**src/rtl/hdx_pkg.sv**
```systemverilog
package hdx_pkg;

    typedef enum logic [2:0] {
        TK_NONE  = 3'd0,
        TK_WAKE  = 3'd1,
        TK_XMIT  = 3'd2,
        TK_CMD   = 3'd3,
        TK_BYTE  = 3'd4,
        TK_SLEEP = 3'd5
    } tok_kind_e;

    typedef enum logic [1:0] {
        ERR_NONE = 2'd0,
        ERR_SYNC = 2'd1,
        ERR_CRC  = 2'd2
    } err_e;

    typedef enum logic [3:0] {
        S_IDLE,
        S_WAKE,
        S_SYNC_TX,
        S_SYNC_RX,
        S_CMD_FLAG,
        S_CMD_BYTES,
        S_WAIT_PARSE,
        S_POLL_TX,
        S_WAIT_EXEC,
        S_WAIT_SUM,
        S_FETCH_TX,
        S_RESP_RX,
        S_SLEEP,
        S_DONE
    } seq_state_e;

endpackage

```
**src/rtl/hdx_wait_timer.sv**
```systemverilog
// Down-counter for the parse / execute waits. A loaded value N gives
// expiry in the N-th cycle after the load (N of 0 behaves as 1).
module hdx_wait_timer #(
    parameter int CW = 9
) (
    input  logic          clk,
    input  logic          rst_n,
    input  logic          load,
    input  logic [CW-1:0] load_val,
    output logic          expired
);
    logic [CW-1:0] cnt_q;

    always_ff @(posedge clk or negedge rst_n) begin
        if (!rst_n) begin
            cnt_q <= '0;
        end else if (load) begin
            cnt_q <= load_val;
        end else if (cnt_q != '0) begin
            cnt_q <= cnt_q - CW'(1);
        end
    end

    assign expired = (cnt_q <= CW'(1));
endmodule

```
**src/rtl/hdx_retry_limit.sv**
```systemverilog
// Counts response re-fetches and flags when no more are allowed.
module hdx_retry_limit #(
    parameter int MAX_RETRY = 3
) (
    input  logic clk,
    input  logic rst_n,
    input  logic clr,
    input  logic inc,
    output logic exhausted
);
    localparam int RW = $clog2(MAX_RETRY + 2);

    logic [RW-1:0] cnt_q;

    always_ff @(posedge clk or negedge rst_n) begin
        if (!rst_n) begin
            cnt_q <= '0;
        end else if (clr) begin
            cnt_q <= '0;
        end else if (inc && !exhausted) begin
            cnt_q <= cnt_q + RW'(1);
        end
    end

    assign exhausted = (cnt_q == RW'(MAX_RETRY));
endmodule

```
**src/rtl/hdx_txn_seq.sv**
```systemverilog
module hdx_txn_seq #(
    parameter int          TIME_W    = 16,
    parameter int          LEN_W     = 6,
    parameter int          MAX_RETRY = 3,
    parameter logic [7:0]  SYNC_BYTE = 8'h11
) (
    input  logic              clk,
    input  logic              rst_n,
    input  logic              start,
    input  logic              short_cmd,
    input  logic [TIME_W-1:0] t_parse,
    input  logic [TIME_W-1:0] t_exec,
    input  logic [LEN_W-1:0]  cmd_len,
    output logic [LEN_W-1:0]  cmd_idx,
    input  logic [7:0]        cmd_byte,
    output logic              tok_req,
    output logic [2:0]        tok_kind,
    output logic [7:0]        tok_data,
    input  logic              tok_ack,
    input  logic              rx_valid,
    input  logic [7:0]        rx_byte,
    input  logic              resp_valid,
    input  logic              resp_crc_ok,
    output logic              done,
    output logic [1:0]        err_code
);
    import hdx_pkg::*;

    localparam int CW = TIME_W + 1;

    seq_state_e       state_q, state_d;
    logic [LEN_W-1:0] idx_q;
    logic [LEN_W-1:0] len_q;
    logic             short_q;
    err_e             err_q, err_d;
    logic             set_err;

    logic             accepted;
    logic             last_byte;
    logic             tmr_load;
    logic [CW-1:0]    tmr_val;
    logic             tmr_expired;
    logic             rty_clr;
    logic             rty_inc;
    logic             rty_exhausted;

    hdx_wait_timer #(.CW(CW)) u_timer (
        .clk      (clk),
        .rst_n    (rst_n),
        .load     (tmr_load),
        .load_val (tmr_val),
        .expired  (tmr_expired)
    );

    hdx_retry_limit #(.MAX_RETRY(MAX_RETRY)) u_retry (
        .clk       (clk),
        .rst_n     (rst_n),
        .clr       (rty_clr),
        .inc       (rty_inc),
        .exhausted (rty_exhausted)
    );

    assign accepted  = tok_req && tok_ack;
    assign last_byte = (idx_q == len_q - LEN_W'(1));

    // State and data registers
    always_ff @(posedge clk or negedge rst_n) begin
        if (!rst_n) begin
            state_q <= S_IDLE;
            idx_q   <= '0;
            len_q   <= '0;
            short_q <= 1'b0;
            err_q   <= ERR_NONE;
        end else begin
            state_q <= state_d;
            if (state_q == S_IDLE && start) begin
                idx_q   <= '0;
                len_q   <= cmd_len;
                short_q <= short_cmd;
                err_q   <= ERR_NONE;
            end else begin
                if (state_q == S_CMD_BYTES && accepted) begin
                    idx_q <= idx_q + LEN_W'(1);
                end
                if (set_err) begin
                    err_q <= err_d;
                end
            end
        end
    end

    // Transitions
    always_comb begin
        state_d  = state_q;
        tmr_load = 1'b0;
        tmr_val  = '0;
        rty_clr  = 1'b0;
        rty_inc  = 1'b0;
        set_err  = 1'b0;
        err_d    = ERR_NONE;
        unique case (state_q)
            S_IDLE: begin
                if (start) begin
                    state_d = S_WAKE;
                    rty_clr = 1'b1;
                end
            end
            S_WAKE:     if (accepted) state_d = S_SYNC_TX;
            S_SYNC_TX:  if (accepted) state_d = S_SYNC_RX;
            S_SYNC_RX: begin
                if (rx_valid) begin
                    if (rx_byte == SYNC_BYTE) begin
                        state_d = S_CMD_FLAG;
                    end else begin
                        state_d = S_SLEEP;
                        set_err = 1'b1;
                        err_d   = ERR_SYNC;
                    end
                end
            end
            S_CMD_FLAG: if (accepted) state_d = S_CMD_BYTES;
            S_CMD_BYTES: begin
                if (accepted && last_byte) begin
                    tmr_load = 1'b1;
                    if (short_q) begin
                        tmr_val = {1'b0, t_parse} + {1'b0, t_exec};
                        state_d = S_WAIT_SUM;
                    end else begin
                        tmr_val = {1'b0, t_parse};
                        state_d = S_WAIT_PARSE;
                    end
                end
            end
            S_WAIT_PARSE: if (tmr_expired) state_d = S_POLL_TX;
            S_POLL_TX: begin
                if (accepted) begin
                    tmr_load = 1'b1;
                    tmr_val  = {1'b0, t_exec};
                    state_d  = S_WAIT_EXEC;
                end
            end
            S_WAIT_EXEC: if (tmr_expired) state_d = S_FETCH_TX;
            S_WAIT_SUM:  if (tmr_expired) state_d = S_FETCH_TX;
            S_FETCH_TX:  if (accepted) state_d = S_RESP_RX;
            S_RESP_RX: begin
                if (resp_valid) begin
                    if (resp_crc_ok) begin
                        state_d = S_SLEEP;
                    end else if (rty_exhausted) begin
                        state_d = S_SLEEP;
                        set_err = 1'b1;
                        err_d   = ERR_CRC;
                    end else begin
                        state_d = S_FETCH_TX;
                        rty_inc = 1'b1;
                    end
                end
            end
            S_SLEEP: if (accepted) state_d = S_DONE;
            S_DONE:  state_d = S_IDLE;
            default: state_d = S_IDLE;
        endcase
    end

    // Outputs
    always_comb begin
        tok_req  = 1'b0;
        tok_kind = TK_NONE;
        tok_data = 8'h00;
        done     = 1'b0;
        unique case (state_q)
            S_WAKE: begin
                tok_req  = 1'b1;
                tok_kind = TK_WAKE;
            end
            S_SYNC_TX, S_POLL_TX, S_FETCH_TX: begin
                tok_req  = 1'b1;
                tok_kind = TK_XMIT;
            end
            S_CMD_FLAG: begin
                tok_req  = 1'b1;
                tok_kind = TK_CMD;
            end
            S_CMD_BYTES: begin
                tok_req  = 1'b1;
                tok_kind = TK_BYTE;
                tok_data = cmd_byte;
            end
            S_SLEEP: begin
                tok_req  = 1'b1;
                tok_kind = TK_SLEEP;
            end
            S_DONE: done = 1'b1;
            default: ;
        endcase
    end

    assign cmd_idx  = idx_q;
    assign err_code = err_q;
endmodule

```
**config.mk**
```make
export PLATFORM = sky130hd
export DESIGN_NAME = hdx_txn_seq
export DESIGN_NICKNAME = d
export VERILOG_FILES = /design/src/rtl/hdx_pkg.sv /design/src/rtl/hdx_wait_timer.sv /design/src/rtl/hdx_retry_limit.sv /design/src/rtl/hdx_txn_seq.sv
export SDC_FILE = /design/constraint.sdc
export NUM_CORES = 1
export LEC_CHECK = 0
export BUFFER_PORTS_ARGS = -buffer_cell sky130_fd_sc_hd__buf_4
export CORE_MARGIN = 2
export CORE_UTILIZATION = 30
export DETAILED_ROUTE_END_ITERATION = 7
export PLACE_DENSITY = 0.57
export SETUP_SLACK_MARGIN = 0.3
export SYNTH_ARGS = -nofsm -noshare
export SYNTH_HDL_FRONTEND = slang
export SYNTH_SLANG_ARGS = --single-unit
```
**constraint.sdc**
```tcl
create_clock -name clk -period 4.6 [get_ports clk]
set_input_delay 0.92 -clock clk [delete_from_list [all_inputs] [get_ports clk]]
set_output_delay 0.92 -clock clk [all_outputs]
set_load 0.01 [all_outputs]
```
### After elaboration in Yosys (flattened, before gate mapping)

Cells that the tools add are included.

* add/sub/neg operators: 5
* magnitude comparators: 1
* reduce and logical (&&, ||, !) cells: 16
* multiplexer cells: 54
* eq/ne operators: 28

Operators with widths (count)
* 17-bit two-way mux: 4
* 4-bit two-way mux: 14
* 4-bit case mux with 12 select lines: 1
* 17-bit case mux with 2 select lines: 1
* 4-bit == test, second input constant: 6
* 2-bit inequality test, second input constant: 10
* 16-bit by 16-bit adder with 17-bit output: 1
* 17-bit by 1-bit less-or-equal comparator with 1-bit output, second input constant: 1
* 1-bit two-way mux: 17
* 17-bit nonzero test: 1
* 17-bit by 1-bit subtractor with 17-bit output, second input constant: 1
* 4-bit by 3-bit == test with 1-bit output, second input constant: 4
* 16-bit two-way mux: 1
* 3-bit case mux with 5 select lines: 1
* 3-bit two-way mux: 4
* 6-bit two-way mux: 2
* 12-bit AND reduction: 1
* 2-bit two-way mux: 5
* 4-bit by 2-bit == test with 1-bit output, second input constant: 2
* 8-bit by 5-bit == test with 1-bit output, second input constant: 1
* 8-bit two-way mux: 1
* 2-bit nonzero test: 4
* 7-bit OR reduction: 1
* 6-bit by 1-bit adder with 6-bit output, second input constant: 1
* other kinds (13): 19

* output and inout port bits: 21
* bits in registers: 39
* input bits: 62
* word-level logic and storage cells: 111

### Logic depth before layout (Yosys ltp)

* depth after elaboration: 8
* mapped depth: 10
* depth with buffers taken out: 9

### Modules after synthesis

Synthesis repeated with hierarchy kept, for this count alone.

* cells, all modules: 439
* area, all modules: 3599.7 µm²

Modules (own cells, without submodules)
* hdx_txn_seq: seq. area each 475.5 µm², area each 2406.1 µm², times used 1, cells each 317
* hdx_wait_timer: seq. area each 425.4 µm², area each 1016.0 µm², times used 1, cells each 107
* hdx_retry_limit: seq. area each 75.1 µm², area each 177.7 µm², times used 1, cells each 15

### Least setup slack after synthesis

No wires, ideal clock.

* kind: input -> register
* start: input port t_parse[0]
* end: register u_timer.cnt_q[14]
* path buffers: 0
* cell stages on the path: 9
* data arrival time: 3.018 ns
* setup time: 0.133 ns
* setup slack: 1.448 ns
* required time: 4.467 ns
* cells stage by stage: ha_1 fa_1 a21oi_1 o221ai_1 a221o_1 a21o_1 a311oi_1 xor2_1 o211ai_1

* cells in the longest elaborated chain, start to end: 5

RTL lines
* start, declared: RTL line hdx_txn_seq.sv:11 `input logic [TIME_W-1:0] t_parse,`
* 16-bit by 16-bit adder with 17-bit output: RTL line hdx_txn_seq.sv:126 `tmr_val = {1'b0, t_parse} + {1'b0, t_exec};`
* 17-bit two-way mux: RTL line hdx_txn_seq.sv:125 `if (short_q) begin`
* 17-bit two-way mux: RTL line hdx_txn_seq.sv:123 `if (accepted && last_byte) begin`
* 17-bit case mux with 2 select lines: RTL line hdx_txn_seq.sv:101 `unique case (state_q)`
* 17-bit two-way mux: RTL line hdx_wait_timer.sv:17 `end else if (load) begin`
* end signal, assigned: RTL line hdx_wait_timer.sv:18 `cnt_q <= load_val;`
* end signal, assigned: RTL line hdx_wait_timer.sv:20 `cnt_q <= cnt_q - CW'(1);`
* end, declared: RTL line hdx_wait_timer.sv:12 `logic [CW-1:0] cnt_q;`

Every way passes these cells.
A chain may end at the register's enable or synchronous reset.

### Final worst setup path

Ends and elaborated chain as after synthesis.

==> flow_summary.yaml <==
sta:
  tightest_slew_ns: 0.791
  rsz0062_at_grt: "no"
  setup_viol: 0
  slew_headroom_pct: 46.8
  fmax_mhz: 308
  holdWs_ns: 0.537
  hold_viol_final: 0
  period_minus_slack_ns: 3.24
  finalCritPeriodShare_pct: 70.5
  finalSetupTns_ns: 0
  slew_viol_final: 0
  fin_skew_ns: 0.00590
detailed_routing:
  wl_met1_um: 3910
  routedWlPerCell_um: 14.5
  vias: 3104
  vias_per_cell: 5.16
  ant_nets: 0
  dr_wl_met3_um: 551
  drc: 0
  top_layer_used: "met4"
  drt_iter0_markers: 133
  detail_route.first_pass.iterations: 5
  wl_met2_um: 4160
  wl_um: 8700
clock_network:
  clkTransAtPathRegs_ns: 0.08
  clkLatencyLatePin_ns: 0.29
  clock-sinks: 39
  post_cts_resized: 0
  numCtsBuffers: 5
  cts_root_buf: "clkbuf_8"
  postCtsSetupBuffers: 0
  cts_tree: "built"
  clk_path_buf_depth: 2
  htree_levels: 2
  postCtsHoldBufs: 0
global_route:
  grt_pass1_wl_um: 14100
  gr-usage-all-layers_pct: 14.7
  grt_start_max_net_pins: 40
  gr-total-overflow: 0
  antenna_found_initial: 0
  grt_pass1_vias: 3026
final_layout:
  nNetsFinal: 548
  layout_common_cells: "buf_4 (84), dfrtp_1 (39), nand2_1 (36)"
  drive_gt1_share_pct: 24.9
  syn2layout_area_growth_pct: 24.7
  mostFrequentLayoutCell: "buf_4"
  antennaDiodeCount: 0
floorplan:
  start_util_pct: 31.0
  io_pins: 83
  core_um2: 10900
  die_area_um2: 12100
  die_w_um: 110
  die_y_um: 110
  row_count: 38
hold_path:
  hold_path.class: "flop to flop"
  hp-start: "len_q[5]"
setup_path:
  worstPathRequired_ns: 4.77
  crit_path_end_kind: "flop"
  cp-start-kind: "input pin"
  crit_arrival_ns: 3.41
  startpoint: "t_parse[0]"
  crit_type: "input pin to flop"
  reg2reg_from: "state_q[3]"
  worstPathMaxFanout: 3
status:
  status: "complete, no violations"
placed_design:
  place_congestion: 0.840
  dpl.hpwl_um: 6710
  port-buffer-count: 82
synthesis:
  ys_warn_count: 0
  synth.distinct_cells: 62
  ys_seq_area_share_pct: 29.0
  syn-cell-area_um2: 3370
  ys_ff_latch: 39
  ys.flop_type: "dfrtp_1"
  synth_edf_count: 0
  synthArstFlopShare_pct: 100
  avgSynthCellArea_um2: 8.71
  synthesis.nets: 473
  synth_cells: 387
power_and_ir_drop:
  total_leakage_power_nw: 1.89
  power_density_nw_per_um2: 488
  irDropWorstVdd_v: 0.000165
  power.total_mw: 2.05
run:
  maxCapViolCount: 0
critical path: stages:
cell      delay [ns]
buf_4           0.11
ha_1            0.23
fa_1            0.41
a21oi_1         0.27
o221ai_1        0.24
a221o_1         0.33
a21o_1          0.21
a311oi_1        0.41
xor2_1          0.18
o211ai_1        0.09
state kept, by name (all words and copies together), names as in the netlist:
| register | count |
|---|---|
| err_code | 2 |
| short_q | 1 |
| len_q | 6 |
| u_timer.cnt_q | 17 |
| cmd_idx | 6 |
| u_retry.cnt_q | 3 |
| state_q | 4 |
power breakdown:
group / total, mW / switching [mW] / internal (mW)
Sequential: 0.739 / 0.250 / 0.489
Clock: 0.240 / 0.122 / 0.118
Combinational: 1.07 / 0.533 / 0.541
Total: 2.05 / 0.905 / 1.15
per-layer routing:
layer	GRT usage, %	vias up
li1	-	1549
met4	3.07	0
met2	25.8	83
met5	0	-
met3	2.06	10
met1	19.0	1462
worst paths after layout:
path	end	slack, ns	cells after the start
worst min register to register	len_q[5]	0.54	1
worst max register to register	u_timer.cnt_q[9]	1.74	8
min in group asynchronous	err_code[0]	0.59	1
max in group asynchronous	u_timer.cnt_q[1]	3.64	1
worst min-delay path	len_q[5]	0.54	1
worst max-delay path	u_timer.cnt_q[14]	1.36	10
synth_stat cells (all sizes together) (11+ instances only):
cell type,number,share of area (%)
xnor2,22,5.7
nor2,35,4.0
a21oi,18,2.7
a22oi,12,2.7
xor2,23,6.0
inv,11,1.2
dfrtp,39,29
o21ai,23,3.5
nand2,36,4.0
mux2,12,4.0
ha,23,8.5
nor3,11,1.6
stage by stage:
stage          instance area (um^2)  std cells  setup WS, ns  util, %
2_1_floorplan                  3370        387          1.45        -
3_3_place_gp                   4120        595          1.14     37.8
3_5_place_dp                   4120        595          1.07     37.8
4_1_cts                        4200        602          1.39     38.6
5_1_grt                        4200        602          1.21     38.6
6_report                       4200        602          1.36     38.6
layout make-up:
class / count / area (um^2)
fillers: 1121 / 6680
repair buffers: 84 / 631
inverters: 11 / 41.3
clock buffers: 6 / 82.6
multi-input cells: 321 / 2290
well taps: 140 / 175
flip-flops and latches: 39 / 976
clock inverters: 1 / 5.00
cell families after synthesis:
kind of cell	after synthesis	synth area share, %
AOI/OAI and AO/OA	96	19.0
xor gates and xnor gates	45	11.7
adders and majority gates	24	9.13
buffers and inverters	27	3.16
DFF	39	29.0
muxes	19	6.09
and+or+nand+nor	137	22.0
(Power assumes the default switching activity.)
